**src/rtl/uart_wake_rx.sv**
```systemverilog
module uart_wake_rx #(
  parameter int OVS = 16
) (
  input  logic       clk,
  input  logic       rst_n,
  input  logic       os_tick,
  input  logic       ser_in,
  input  logic       wide_frame,
  input  logic       parity_on,
  input  logic       parity_odd,
  input  logic       idle_after_stop,
  input  logic       wake_on_mark,
  input  logic       sleep_req,
  input  logic       data_take,
  input  logic       rx_irq_en,
  input  logic       idle_irq_en,
  output logic [8:0] rx_word,
  output logic       word_ready,
  output logic       overrun,
  output logic       frame_err,
  output logic       parity_err,
  output logic       line_idle,
  output logic       sleeping,
  output logic       rx_irq,
  output logic       idle_irq
);
  localparam int CW  = $clog2(OVS);
  localparam int MID = OVS / 2;

  typedef enum logic [1:0] {HUNT, START, DATA, STOP} st_t;

  st_t           st;
  logic [CW-1:0] sub;
  logic [3:0]    idx;
  logic [8:0]    sh;
  logic          par;
  logic          s_a, s_b;
  logic [3:0]    icnt;
  logic          armed;

  wire [3:0] nbits    = wide_frame ? 4'd9 : 4'd8;
  wire [3:0] ilim     = nbits + 4'd2;
  wire       vote     = (s_a & s_b) | (s_a & ser_in) | (s_b & ser_in);
  wire       dec      = os_tick && sub == CW'(MID + 1);
  wire       wrap     = os_tick && sub == CW'(OVS - 1);
  wire       last_bit = wide_frame ? sh[8] : sh[7];
  wire       par_bad  = parity_on && (par != parity_odd);
  wire       done     = st == STOP && dec;
  wire       mark_wk  = done && sleeping && wake_on_mark && last_bit;
  wire       take     = done && (!sleeping || mark_wk);
  wire       start_ok = st == START && dec && !vote;
  wire       idle_hit = st == HUNT && wrap && ser_in && armed && icnt == ilim - 4'd1;
  wire [3:0] icnt_bit = (!idle_after_stop && vote) ? icnt + 4'd1 : 4'd0;

  assign rx_irq   = rx_irq_en & (word_ready | overrun);
  assign idle_irq = idle_irq_en & line_idle;

  always_ff @(posedge clk or negedge rst_n) begin
    if (!rst_n) begin
      s_a <= 1'b1;
      s_b <= 1'b1;
    end else if (os_tick) begin
      if (sub == CW'(MID - 1)) s_a <= ser_in;
      if (sub == CW'(MID))     s_b <= ser_in;
    end
  end

  always_ff @(posedge clk or negedge rst_n) begin
    if (!rst_n) begin
      st   <= HUNT;
      sub  <= '0;
      idx  <= '0;
      sh   <= '0;
      par  <= 1'b0;
      icnt <= '0;
    end else if (os_tick) begin
      sub <= wrap ? '0 : sub + CW'(1);
      case (st)
        HUNT: begin
          if (!ser_in) begin
            st  <= START;
            sub <= '0;
          end else if (wrap && icnt != ilim) begin
            icnt <= icnt + 4'd1;
          end
        end
        START: begin
          if (dec) begin
            icnt <= '0;
            if (vote) begin
              st  <= HUNT;
              sub <= '0;
            end else begin
              sh  <= '0;
              par <= 1'b0;
              idx <= '0;
            end
          end
          if (wrap) st <= DATA;
        end
        DATA: begin
          if (dec) begin
            sh[idx] <= vote;
            par     <= par ^ vote;
            idx     <= idx + 4'd1;
            icnt    <= icnt_bit;
          end
          if (wrap && idx == nbits) st <= STOP;
        end
        default: begin
          if (dec) begin
            st   <= HUNT;
            sub  <= '0;
            icnt <= icnt_bit;
          end
        end
      endcase
    end
  end

  always_ff @(posedge clk or negedge rst_n) begin
    if (!rst_n) begin
      rx_word    <= '0;
      word_ready <= 1'b0;
      overrun    <= 1'b0;
      frame_err  <= 1'b0;
      parity_err <= 1'b0;
      line_idle  <= 1'b0;
      sleeping   <= 1'b0;
      armed      <= 1'b0;
    end else begin
      if (data_take) begin
        word_ready <= 1'b0;
        overrun    <= 1'b0;
        frame_err  <= 1'b0;
        parity_err <= 1'b0;
        line_idle  <= 1'b0;
      end
      if (sleep_req) sleeping <= 1'b1;
      if (start_ok) line_idle <= 1'b0;
      if (done) armed <= 1'b1;
      if (mark_wk) sleeping <= 1'b0;
      if (take) begin
        if (word_ready) begin
          overrun <= 1'b1;
        end else begin
          rx_word    <= wide_frame ? sh : {1'b0, sh[7:0]};
          word_ready <= 1'b1;
          frame_err  <= ~vote;
          parity_err <= par_bad;
        end
      end
      if (idle_hit) begin
        armed <= 1'b0;
        if (sleeping) begin
          if (!wake_on_mark) sleeping <= 1'b0;
        end else begin
          line_idle <= 1'b1;
        end
      end
    end
  end
endmodule


```
**config.mk**
```make
export PLATFORM = sky130hd
export DESIGN_NAME = uart_wake_rx
export DESIGN_NICKNAME = d
export VERILOG_FILES = /design/src/rtl/uart_wake_rx.sv
export SDC_FILE = /design/constraint.sdc
export NUM_CORES = 1
export LEC_CHECK = 0
export ABC_CLOCK_PERIOD_IN_PS = 2140
export BUFFER_PORTS_ARGS = -buffer_cell sky130_fd_sc_hd__clkbuf_2
export CAP_MARGIN = 20
export CORE_MARGIN = 2
export CORE_UTILIZATION = 35
export CTS_CLUSTER_DIAMETER = 40
export CTS_CLUSTER_SIZE = 14
export DETAILED_ROUTE_END_ITERATION = 6
export PLACE_DENSITY_LB_ADDON = 0.3
export SYNTH_ARGS = -nofsm -noshare
export SYNTH_HDL_FRONTEND = slang
export SYNTH_SLANG_ARGS = --single-unit
export TNS_END_PERCENT = 100
```
**constraint.sdc**
```tcl
create_clock -name clk -period 2.14 [get_ports clk]
set_clock_uncertainty 0.2 [all_clocks]
set_input_delay 0.535 -clock clk [delete_from_list [all_inputs] [get_ports clk]]
set_output_delay 0.535 -clock clk [all_outputs]
set_load 0.01 [all_outputs]
```
== Yosys cells after proc, flatten, opt, wreduce, memory -nomap -nowiden ==
Index checks and enable logic that the tools add are counted.

* Add/sub/neg operators: 5
* Magnitude comparators: 2
* Equality and inequality tests: 20
* Mux-type cells: 60
* Bitwise operators: 11
* Reductions and logical operators: 33

{| class="wikitable"
|+ Operator list
! cell !! number
|-
| $mux W4 || 13
|-
| $mux W9 || 4
|-
| $mux W1 || 29
|-
| $logic_and A1 B1 Y1 || 18
|-
| $pmux W9 S2 || 1
|-
| $pmux W4 S2 || 2
|-
| $add A4 B1 Y4 const B || 3
|-
| $eq A4 B4 Y1 const B || 3
|-
| $mux W2 || 6
|-
| $ne A2 B2 Y1 const B || 6
|-
| $pmux W4 S3 || 1
|-
| $reduce_and A5 Y1 || 2
|-
| $bwmux W9 || 1
|-
| $eq A4 B4 Y1 || 2
|-
| $ne A3 B3 Y1 const B || 2
|-
| $pmux W2 S3 || 1
|-
| $reduce_and A2 Y1 || 3
|-
| $reduce_and A6 Y1 || 1
|-
| $reduce_bool A2 Y1 || 3
|-
| $and A1 B1 Y1 || 5
|-
| $lt A4 B5 Y1 const B || 1
|-
| $add A4 B2 Y4 const B || 1
|-
| $demux W1 S4 || 1
|-
| $eq A2 B2 Y1 const B || 2
|-
| 15 further kinds || 20
|}

* Register bits: 42
* Bits of input ports: 13
* Output and inout port bits: 17
* Word-level logic and storage cells: 147

== Longest topological paths before layout ==
Gate-level depths: netlist (run 1).

* Depth after elaboration: 10
* Depth in mapped cells: 9
* Depth with buffers taken out: 7

== Least setup slack after synthesis (run 1) ==
No wires, ideal clock.

* Kind: register to register
* Start point: register sub[1]
* End point: register rx_word[5]
* Library setup time: 0.127 ns
* Data arrival time: 1.788 ns
* Data required time: 1.813 ns
* Setup slack: 0.025 ns
* Stages on the path, launching flop included: 9
* Path buffers: 2
* Clock period less this slack: 2.115 ns
* Cell sequence: dfrtp_1 inv_1 ha_1 and4b_1 buf_4 nand3_2 nor3_4 buf_6 mux2_1

* Cells in the longest elaborated chain, start to end: 9

{| class="wikitable"
|+ RTL lines
! item !! line !! RTL
|-
| start, declared || 33 || <nowiki>logic [CW-1:0] sub;</nowiki>
|-
| start signal, assigned || 77 || <nowiki>sub <= wrap ? '0 : sub + CW'(1);</nowiki>
|-
| $eq A4 B4 Y1 (*) || 44 || <nowiki>wire dec = os_tick && sub == CW'(MID + 1);</nowiki>
|-
| $logic_and A1 B1 Y1 (*) || 44 ||
|-
| $logic_and A1 B1 Y1 (*) || 48 || <nowiki>wire done = st == STOP && dec;</nowiki>
|-
| $logic_and A1 B1 Y1 (3 in a row) || 49 || <nowiki>wire mark_wk = done && sleeping && wake_on_mark && last_bit;</nowiki>
|-
| $logic_or A1 B1 Y1 || 50 || <nowiki>wire take = done && (!sleeping || mark_wk);</nowiki>
|-
| $logic_and A1 B1 Y1 (*) || 50 ||
|-
| $reduce_and A2 Y1 (no line) (*) || -- ||
|-
| end signal, assigned || 147 || <nowiki>rx_word <= wide_frame ? sh : {1'b0, sh[7:0]};</nowiki>
|-
| end, declared || 17 || <nowiki>output logic [8:0] rx_word,</nowiki>
|}

Every way passes the cells marked *; elsewhere a longest branch is shown, timed or not.
A chain may end at the register's enable or synchronous reset.

== Worst setup path after layout (run 1) ==
* Start point: register sub[1]
* End point: register rx_word[1]

The elaborated chain is that of the path after synthesis.

==> qor.csv, run 1 <==
stage;metric;value;unit
run_status;status;finished clean;
critical_path;reg2reg_slack;90;ps
grt;antenna_found_initial;0;
floorplanning;rows;29;
finish;antenna_cells;0;
synth;synthCells;228;
critical_path;worstSetupPathType;flip-flop to flip-flop;
timing;clock.fmax;489;MHz
synth;yosysWarnings;0;
critical_path;slowest_stage;dfrtp_1;
synth;ys_seq_area_share;46.4;%
timing;finalHoldViolations;0;
synth;avgSynthCellArea;9.95;um2
synth;yosys_most_used_dff;dfrtp_1;
placement;dp_slack;-31.2;ps
floorplanning;io-pin-count;30;
critical_path;slowest_delay;410;ps
pwr;p_leak;0.00132;uW
synth;synth_seq_cells;42;
grt;track_usage;14.2;%
clocking;cts_buffers;5;
floorplanning;coreArea;6310;um2
floorplanning;die_h;84.5;um
timing;min_period;2050;ps
critical_path;cp-end-kind;flip-flop;
finish;drive_above_1_share;26.8;%
clocking;path_clk_slew;90;ps
critical_path;arrival;2050;ps
grt;grt_pass1_wl;8140;um
critical_path;r2r_cells;7;
finish;layout_common_cells;dfrtp_1, nand2_1, clkbuf_2;
detailed_routing;first_pass_iters;4;
grt;first_global_vias;1663;
floorplanning;start_util;35.9;%
timing;slew_violations;0;
grt;grt_max_degree;28;
timing;max_slew.worst_pin.slew;457;ps
timing;period_share;95.6;%
timing;postLayoutSetupSlackWorst;93.2;ps
detailed_routing;drtAntennaViolNets;0;
synth;async_reset_ff_share;100;%
critical_path;cp_max_fo;13;
timing;whs;236;ps
synth;syn_area;2270;um2
clocking;cts.path.max_buffers;2;
synth;synth_nets;249;
critical_path;rr_endpoint;rx_word[1];
critical_path;crit_chain;inv_1, ha_1, and4b_2, nand3_2, nor3_4, buf_12, mux2_2;
hold_path;hold_depth;3;
detailed_routing;drt_wl_total;4740;um
synth;synth-edff-count;0;
critical_path;required;2140;ps
critical_path;worstReg2RegStart;sub[1];
finish;nNetsFinal;296;
placement;dp_hpwl;3530;um
floorplanning;dieArea;7140;um2
clocking;clk-insertion-delay-late;310;ps
finish;final_common_cell;dfrtp_1;
hold_path;min-delay-start;sleep_req;
clocking;cts_tree;done;
detailed_routing;drc;0;
finish;utilization;43.3;%
clocking;cts_root_buffer;clkbuf_8;
hold_path;hp-class;input pin to flip-flop;
floorplanning;die_w;84.5;um
pwr;peakVddDrop;393;uV
detailed_routing;drt-initial-drc-count;130;
clocking;cts.sinks;42;
grt;grt.overflow.total;0;
placement;gp_congestion;0.913;
finish;syn_to_final_growth;20.5;%
critical_path;setup.worst_path.start_class;flip-flop;
run;drv_cap;0;
timing;setup_viol;0;
placement;io_buffers;29;
detailed_routing;wl_per_cell;13.4;um
pwr;power.density;903;nW/um2
clocking;htreeDepth;2;
synth;yosysUniqueCellTypes;51;
timing;max-slew-margin-rel;69.5;%
detailed_routing;vias;1769;
detailed_routing;avgViaCountPerCell;5.01;
hold_path;min_delay_worst_endpoint;sleeping;
## worst max path at each step
stage	startpoint	to	slack, ps	depth (start not counted)
floorplan	sub[1]	rx_word[5]	30	8
global placement	wide_frame	sleeping	10	6
detailed placement	wide_frame	sleeping	-30	6
CTS	sub[1]	rx_word[1]	50	7
global route	sub[1]	rx_word[0]	-0.5	7
finish	sub[1]	rx_word[1]	90	7
## area by class of cell
cell class	count	area [um2]
inverter	13	48.8
tap	77	96.3
clock buffer	5	68.8
clock inverter	3	23.8
multi-input combinational	164	1120
sequential	42	1050
fill	624	3580
timing repair buffer	49	327
## per-layer routing
metal / GRT usage [%] / up-vias / wire, um
met2: 21.7 / 28 / 2110
met1: 19.9 / 827 / 2410
li1: - / 905 / -
met4: 6.49 / 0 / 80
met3: 2.06 / 9 / 133
met5: 0 / - / 0
## through the flow
| stage | cell area [um2] | total power (uW) | TNS (ps) | instances |
|---|---|---|---|---|
| final | 2730 | 2470 | 0 | 353 |
| after floorplan | 2270 | 1640 | 0 | 228 |
| after CTS | 2720 | 2470 | 0 | 352 |
| after detailed placement | 2610 | 1920 | -44.8 | 343 |
| after global placement | 2610 | 1900 | 0 | 343 |
| after global routing | 2730 | 2650 | -0.809 | 353 |
## critical path, delay by kind of cell, from the launching register on
| family | cells | cell delay, ps |
|---|---|---|
| fa+ha+maj | 1 | 170 |
| mux | 1 | 330 |
| buf+inv | 2 | 260 |
| flops | 1 | 410 |
| simple gates | 3 | 570 |
## synthesized netlist by cell type, types with 2 or more instances
cell      instances  area [um2]
a221oi_1          2        17.5
buf_2             4        20.0
a21o_1            3        22.5
and2_1            2        12.5
nor2_1            7        26.3
nand2b_1          2        12.5
nor3b_1           2        15.0
a311oi_1          2        17.5
nand2_1          36         135
nand4_1           3        18.8
a21oi_1           9        45.0
mux2_2            6        67.6
mux2i_1           9        90.1
nand3_1          12        60.1
ha_1              8         100
inv_1            13        48.8
clkbuf_1          2        7.51
o22ai_1           3        18.8
mux2_1            3        33.8
o21a_1            3        22.5
dfstp_2           2        52.6
or4_1             2        15.0
o21ai_0          14        70.1
o211ai_1          3        22.5
a31oi_1           3        18.8
nor2b_1           4        25.0
and3_1            2        12.5
buf_6             2        22.5
a21boi_0          3        22.5
dfrtp_1          40        1000
xnor2_1           2        17.5
## repair_timing
action	CTS	global route
gates resized for setup	0	4
hold buffers	1	0
endpoints found under the hold margin	14	0
endpoints found under the setup margin	0	14
setup buffers	0	1
## registers in the layout (all words and copies together) (netlist names)
register    count
sh              9
rx_word         9
st              2
armed           1
sub             4
s_a             1
word_ready      1
parity_err      1
sleeping        1
s_b             1
idx             4
icnt            4
par             1
line_idle       1
overrun         1
frame_err       1
## where the power goes
part,leakage [uW],internal [uW],switching (uW),total (uW)
sequential,0.000554,927,191,1120
combinational,0.000722,385,420,805
clock,0.0000408,234,312,546
total,0.00132,1550,923,2470
## logic make-up after synthesis
logic type      synth area share [%]
flops                           46.4
fa+ha+maj                       4.85
simple gates                    19.0
mux                             8.44
xor+xnor                        1.16
buf+inv                         4.69
compound gates                  15.4
Power figures use the tool's default switching activity.
==> inputs of run 2 (changes only) <==
- REMOVE_ABC_BUFFERS: unset -> 1
==> run 2 against run 1 <==
Compared with the run above:
- final area increased by 2.8%
- first-iteration DRC count decreased by 7.7%
- non-clock buffer count increased by 7
- hold slack worse by 150 ps
- global-route usage increased by 0.43 points
- clock-buffer cell count is the same
- critical path type unchanged
- largest power group unchanged
==> qor.csv, run 2 (synthesis gave the netlist of run 1 again) <==
stage;metric;value;unit;change
clocking;cts_tree;done;;
critical_path;r2r_cells;7;;unchanged
grt;use_met2;22.1;%;+0.43 points
floorplanning;die_h;84.5;um;unchanged
placement;io_buffers;29;;unchanged
timing;min_period;2020;ps;-28.5 ps
finish;final.fill_count;624;;unchanged
detailed_routing;first_pass_iters;4;;unchanged
floorplanning;start_util;35.9;%;unchanged
critical_path;cp_max_fo;8;;-5
critical_path;arrival;2000;ps;-50 ps
timing;setup_viol;0;;unchanged
hold_path;hp-class;input pin to async pin;;
finish;final_common_cell;dfrtp_1;;
grt;grt_util_met1;21.0;%;+1.1 points
pwr;power.density;965;nW/um2;+6.9%
timing;clock.fmax;495;MHz;+1.4%
clocking;htreeDepth;2;;unchanged
finish;drive_above_1_share;29.3;%;+2.5 points
run_status;status;finished clean;;
detailed_routing;drt_wl_total;4840;um;+2.2%
timing;max_slew.worst_pin.slew;532;ps;+74.4 ps
grt;grt_max_degree;43;;+54%
critical_path;slowest_stage;dfrtp_1;;
timing;slew_violations;0;;unchanged
clocking;cts.sinks;42;;unchanged
finish;finalNonFillerCells;360;;+2.0%
timing;max-slew-margin-rel;64.6;%;-5.0 points
grt;busiest_layer;met2;;
grt;grt_pass1_wl;8490;um;+4.4%
floorplanning;rows;29;;unchanged
detailed_routing;wl_per_cell;13.4;um;+0.23%
pwr;p_leak;0.00137;uW;+4.3%
detailed_routing;avgViaCountPerCell;5.01;;about the same
critical_path;worstReg2RegStart;sub[1];;
clocking;cts.path.max_buffers;2;;unchanged
finish;largest_registers;rx_word (9), sh (9);;
critical_path;worstSetupPathType;flip-flop to flip-flop;;
critical_path;crit_chain;inv_2, ha_1, and4b_1, nand3_2, nor3_4, buf_12, mux2_1;;
critical_path;rr_endpoint;rx_word[7];;
placement;dpl.cell_count;350;;+2.0%
grt;track_usage;14.6;%;+0.43 points
placement;gp_congestion;0.800;;-12%
grt;first_global_vias;1746;;+5.0%
detailed_routing;drt-initial-drc-count;120;;-7.7%
critical_path;cp-end-kind;flip-flop;;
critical_path;slowest_delay;420;ps;about the same
floorplanning;coreArea;6310;um2;unchanged
grt;antenna_found_initial;0;;unchanged
critical_path;required;2130;ps;about the same
finish;syn_to_final_growth;23.9;%;
clocking;path_clk_slew;90;ps;about the same
finish;seqCellArea;1050;um2;unchanged
finish;layout_common_cells;dfrtp_1, nand2_1, clkbuf_2;;
floorplanning;dieArea;7140;um2;unchanged
finish;utilization;44.5;%;+1.2 points
floorplanning;die_w;84.5;um;unchanged
critical_path;reg2reg_slack;120;ps;+30 ps
timing;postLayoutSetupSlackWorst;122;ps;+28.5 ps
run;drv_cap;0;;unchanged
grt;grt.overflow.total;0;;unchanged
floorplanning;io-pin-count;30;;unchanged
detailed_routing;vias;1805;;+2.0%
detailed_routing;drc;0;;unchanged
clocking;cts_buffers;5;;unchanged
finish;nNetsFinal;303;;+2.4%
clocking;cts_root_buffer;clkbuf_8;;
clocking;clk-insertion-delay-late;300;ps;about the same
finish;multi_input_area;1110;um2;-0.11%
critical_path;setup.worst_path.start_class;flip-flop;;
finish;antenna_cells;0;;unchanged
detailed_routing;drtAntennaViolNets;0;;unchanged
timing;period_share;94.3;%;-1.3 points
timing;rsz0062_at_grt;yes;;
clocking;cts-hold-fix-buffers;0;;-1
pwr;peakVddDrop;322;uV;-18%
placement;dp_slack;-49.9;ps;-18.6 ps
timing;finalHoldViolations;0;;unchanged
placement;dp_hpwl;3570;um;+1.3%
grt;grtUsageMet3;2.95;%;+0.88 points
timing;setup_tns;0;ps;unchanged
[run 2: worst max-delay path by stage]
stage	start	to	slack [ps]	depth (start not counted)
after floorplan	sub[1]	rx_word[0]	-70	6
after global placement	wide_frame	sleeping	-20	6
after detailed placement	wide_frame	sleeping	-50	6
after CTS	sub[1]	rx_word[7]	40	7
after global routing	sub[0]	icnt[3]	-10	6
final	sub[1]	rx_word[7]	120	7
[run 2: timing repair]
item / CTS / global route
gates resized for setup: 0 / 5
setup buffers: 0 / 2
setup endpoints to repair: 0 / 14
[run 2: per-stage QoR]
step	power [uW]	hold slack, ps	instance area [um2]
6_report	2710	87.6	2810
5_1_grt	2910	137	2810
4_1_cts	2720	115	2790
3_5_place_dp	1950	281	2650
3_3_place_gp	1930	271	2650
2_1_floorplan	1590	39.4	2210
[run 2: final cells by class]
cell class                      count  area share, %
Clock buffer                        5           2.45
Tap cell                           77           3.43
Multi-Input combinational cell    164           39.7
Timing Repair Buffer               56           12.8
Inverter                           13           1.74
Clock inverter                      3           2.45
Sequential cell                    42           37.5
[run 2: where the power goes]
group	switching (uW)	internal [uW]	leakage [uW]	total [uW]
sequential	205	927	0.000554	1130
clock	288	467	0.0000683	756
combinational	418	407	0.000751	826
total	912	1800	0.00137	2710
[run 2: worst max-delay path: cells and delay by family, from the launching register on]
family	cells	cell delay (ps)
flip-flops	1	420
AND/OR/NAND/NOR	3	580
buffers and inverters	2	220
multiplexers	1	330
adder cells (fa/ha/maj)	1	160
[run 2: layer usage]
layer  wire [um]  vias up  part of all wire [%]
li1            -      910                     -
met1        2430      857                    50
met2        2150       33                    45
met3         191        5                   3.9
met4          63        0                   1.3
met5           0        -                     0
==> inputs of run 3 (changes only) <==
- ABC_CLOCK_PERIOD_IN_PS: 2140 -> 2300
- clock period: 2.14 -> 2.3 ns (I/O delays scaled with it)
==> run 3 against run 2 <==
Compared with the run above:
- core utilization decreased by 2.0 points
- hold slack got worse by 54 ps
- clock-buffer cell count rose by 1
- critical endpoint is now sleeping
- largest cell class unchanged
- fmax decreased by 5.0%
- wire length is 1.8% lower
- sequential power is 8% lower
==> qor.csv, run 3 (synthesis gave the netlist of run 1 again) <==
stage;metric;value;unit;change
run_status;status;finished clean;;
floorplanning;coreArea;6310;um2;unchanged
critical_path;r2r_cells;5;;-2
finish;nNetsFinal;289;;-4.6%
clocking;cts_buffers;5;;unchanged
grt;grt.overflow.total;0;;unchanged
pwr;peakVddDrop;382;uV;+19%
detailed_routing;wl_per_cell;13.7;um;+2.1%
critical_path;path_delay_family;simple AND/OR/NAND/NOR gates;;
timing;max-slew-margin-rel;69.4;%;+4.9 points
finish;final_common_cell;dfrtp_1;;
floorplanning;io-pin-count;30;;unchanged
clocking;clk-insertion-delay-late;300;ps;about the same
critical_path;worstReg2RegStart;sub[0];;
placement;io_buffers;29;;unchanged
detailed_routing;avgViaCountPerCell;5.13;;+2.3%
grt;grt_max_degree;43;;unchanged
grt;antenna_found_initial;0;;unchanged
critical_path;crit_end;sleeping;;
detailed_routing;drt-initial-drc-count;53;;-56%
clocking;cts-hold-fix-buffers;0;;unchanged
timing;max_slew.worst_pin.slew;458;ps;-74.0 ps
timing;period_share;92.4;%;-1.9 points
timing;whs;33.2;ps;-54.5 ps
clocking;cts.path.max_buffers;2;;unchanged
hold_path;hp-class;input pin to async pin;;
placement;dp_hpwl;3430;um;-3.9%
critical_path;required;2280;ps;+150 ps
clocking;htreeDepth;2;;unchanged
critical_path;crit_chain;ha_1, nand4_1, or4_1, o211ai_1, o21ai_0;;
floorplanning;dieArea;7140;um2;unchanged
floorplanning;die_h;84.5;um;unchanged
critical_path;cp_max_fo;6;;-2
finish;layout_common_cells;dfrtp_1, nand2_1, clkbuf_2;;
timing;min_period;2120;ps;+106 ps
critical_path;path_depth;5;;-2
clocking;cts_root_buffer;clkbuf_8;;
critical_path;cp_num_buf_inv;0;;-2
critical_path;rr_endpoint;sleeping;;
timing;slew_violations;0;;unchanged
critical_path;slowest_stage;or4_1;;
detailed_routing;drt_wl_total;4750;um;-1.8%
critical_path;slowest_delay;610;ps;+190 ps
run;drv_cap;0;;unchanged
critical_path;cp-end-kind;flip-flop;;
placement;gp_congestion;0.823;;+3.0%
critical_path;arrival;2100;ps;+100 ps
clocking;cts_resized;0;;unchanged
floorplanning;start_util;35.9;%;unchanged
finish;drive_above_1_share;24.2;%;-5.2 points
pwr;p_leak;0.00129;uW;-6.0%
timing;finalHoldViolations;0;;unchanged
clocking;cts_tree;done;;
finish;largest_registers;rx_word (9), sh (9);;
floorplanning;rows;29;;unchanged
critical_path;startpoint;sub[0];;
grt;grt_pass1_wl;8180;um;-3.7%
critical_path;setup.worst_path.start_class;flip-flop;;
clocking;path_clk_slew;80;ps;about the same
clocking;cts_setup_buffers;0;;unchanged
pwr;power.density;877;nW/um2;-9.1%
timing;setup_tns;0;ps;unchanged
grt;track_usage;14.5;%;-0.11 points
detailed_routing;drtAntennaViolNets;0;;unchanged
detailed_routing;drc;0;;unchanged
clocking;cts.sinks;42;;unchanged
timing;clock.fmax;471;MHz;-5.0%
detailed_routing;vias;1774;;-1.7%
timing;rsz0062_at_grt;no;;
detailed_routing;first_pass_iters;4;;unchanged
critical_path;reg2reg_slack;180;ps;+50 ps
grt;first_global_vias;1727;;-1.1%
floorplanning;die_w;84.5;um;unchanged
finish;utilization;42.5;%;-2.0 points
finish;antenna_cells;0;;unchanged
timing;setup_viol;0;;unchanged
critical_path;worstSetupPathType;flip-flop to flip-flop;;
finish;final.fill_count;634;;+1.6%
finish;syn_to_final_growth;18.4;%;
-- run 3: cell count changes in the layout (fill, tap and decap cells not counted) --
cell,before,now
buf_12,1,2
buf_4,26,11
bufinv_16,2,1
clkbuf_1,0,1
clkinv_4,1,0
clkinvlp_4,0,1
ha_1,7,8
ha_2,1,0
inv_1,12,13
inv_2,1,0
o21ai_0,12,14
o21ai_1,2,0
or4_1,1,2
or4_4,1,0
-- run 3: worst min path at each step --
stage / start / to / slack, ps
global placement: rx_word[5] / rx_word[5] / 270
floorplan: rst_n / armed / 80
finish: rst_n / sub[2] / 30
CTS: rst_n / sub[3] / 50
global route: rst_n / sh[8] / 60
detailed placement: rx_word[5] / rx_word[5] / 270
-- run 3: metrics by stage --
| stage | area [um2] | instances | worst slack [ps] | total power, uW |
|---|---|---|---|---|
| floorplan | 2210 | 219 | 89.0 | 1480 |
| global placement | 2570 | 338 | 81.6 | 1760 |
| detailed placement | 2570 | 338 | 63.2 | 1780 |
| CTS | 2690 | 346 | 150 | 2380 |
| global route | 2690 | 346 | 12.3 | 2530 |
| finish | 2690 | 346 | 176 | 2360 |
-- run 3: final cells by class --
cell class	count	area (um2)	share of cell area, %
Timing Repair Buffer	42	268	9.97
Clock buffer	6	72.6	2.70
Multi-Input combinational cell	164	1110	41.3
Tap cell	77	96.3	3.59
Sequential cell	42	1050	39.2
Inverter	13	48.8	1.82
Clock inverter	2	37.5	1.40
-- run 3: per-layer routing --
metal | global-route usage, % | vias up | wire length (um)
met4 | 5.48 | 0 | 76
li1 | - | 889 | -
met2 | 22.4 | 46 | 2110
met3 | 3.44 | 5 | 254
met1 | 19.8 | 834 | 2310
met5 | 0 | - | 0
-- run 3: power breakdown --
group | total (uW) | internal, uW | switching, uW
sequential | 1040 | 862 | 182
clock | 587 | 324 | 263
combinational | 724 | 341 | 382
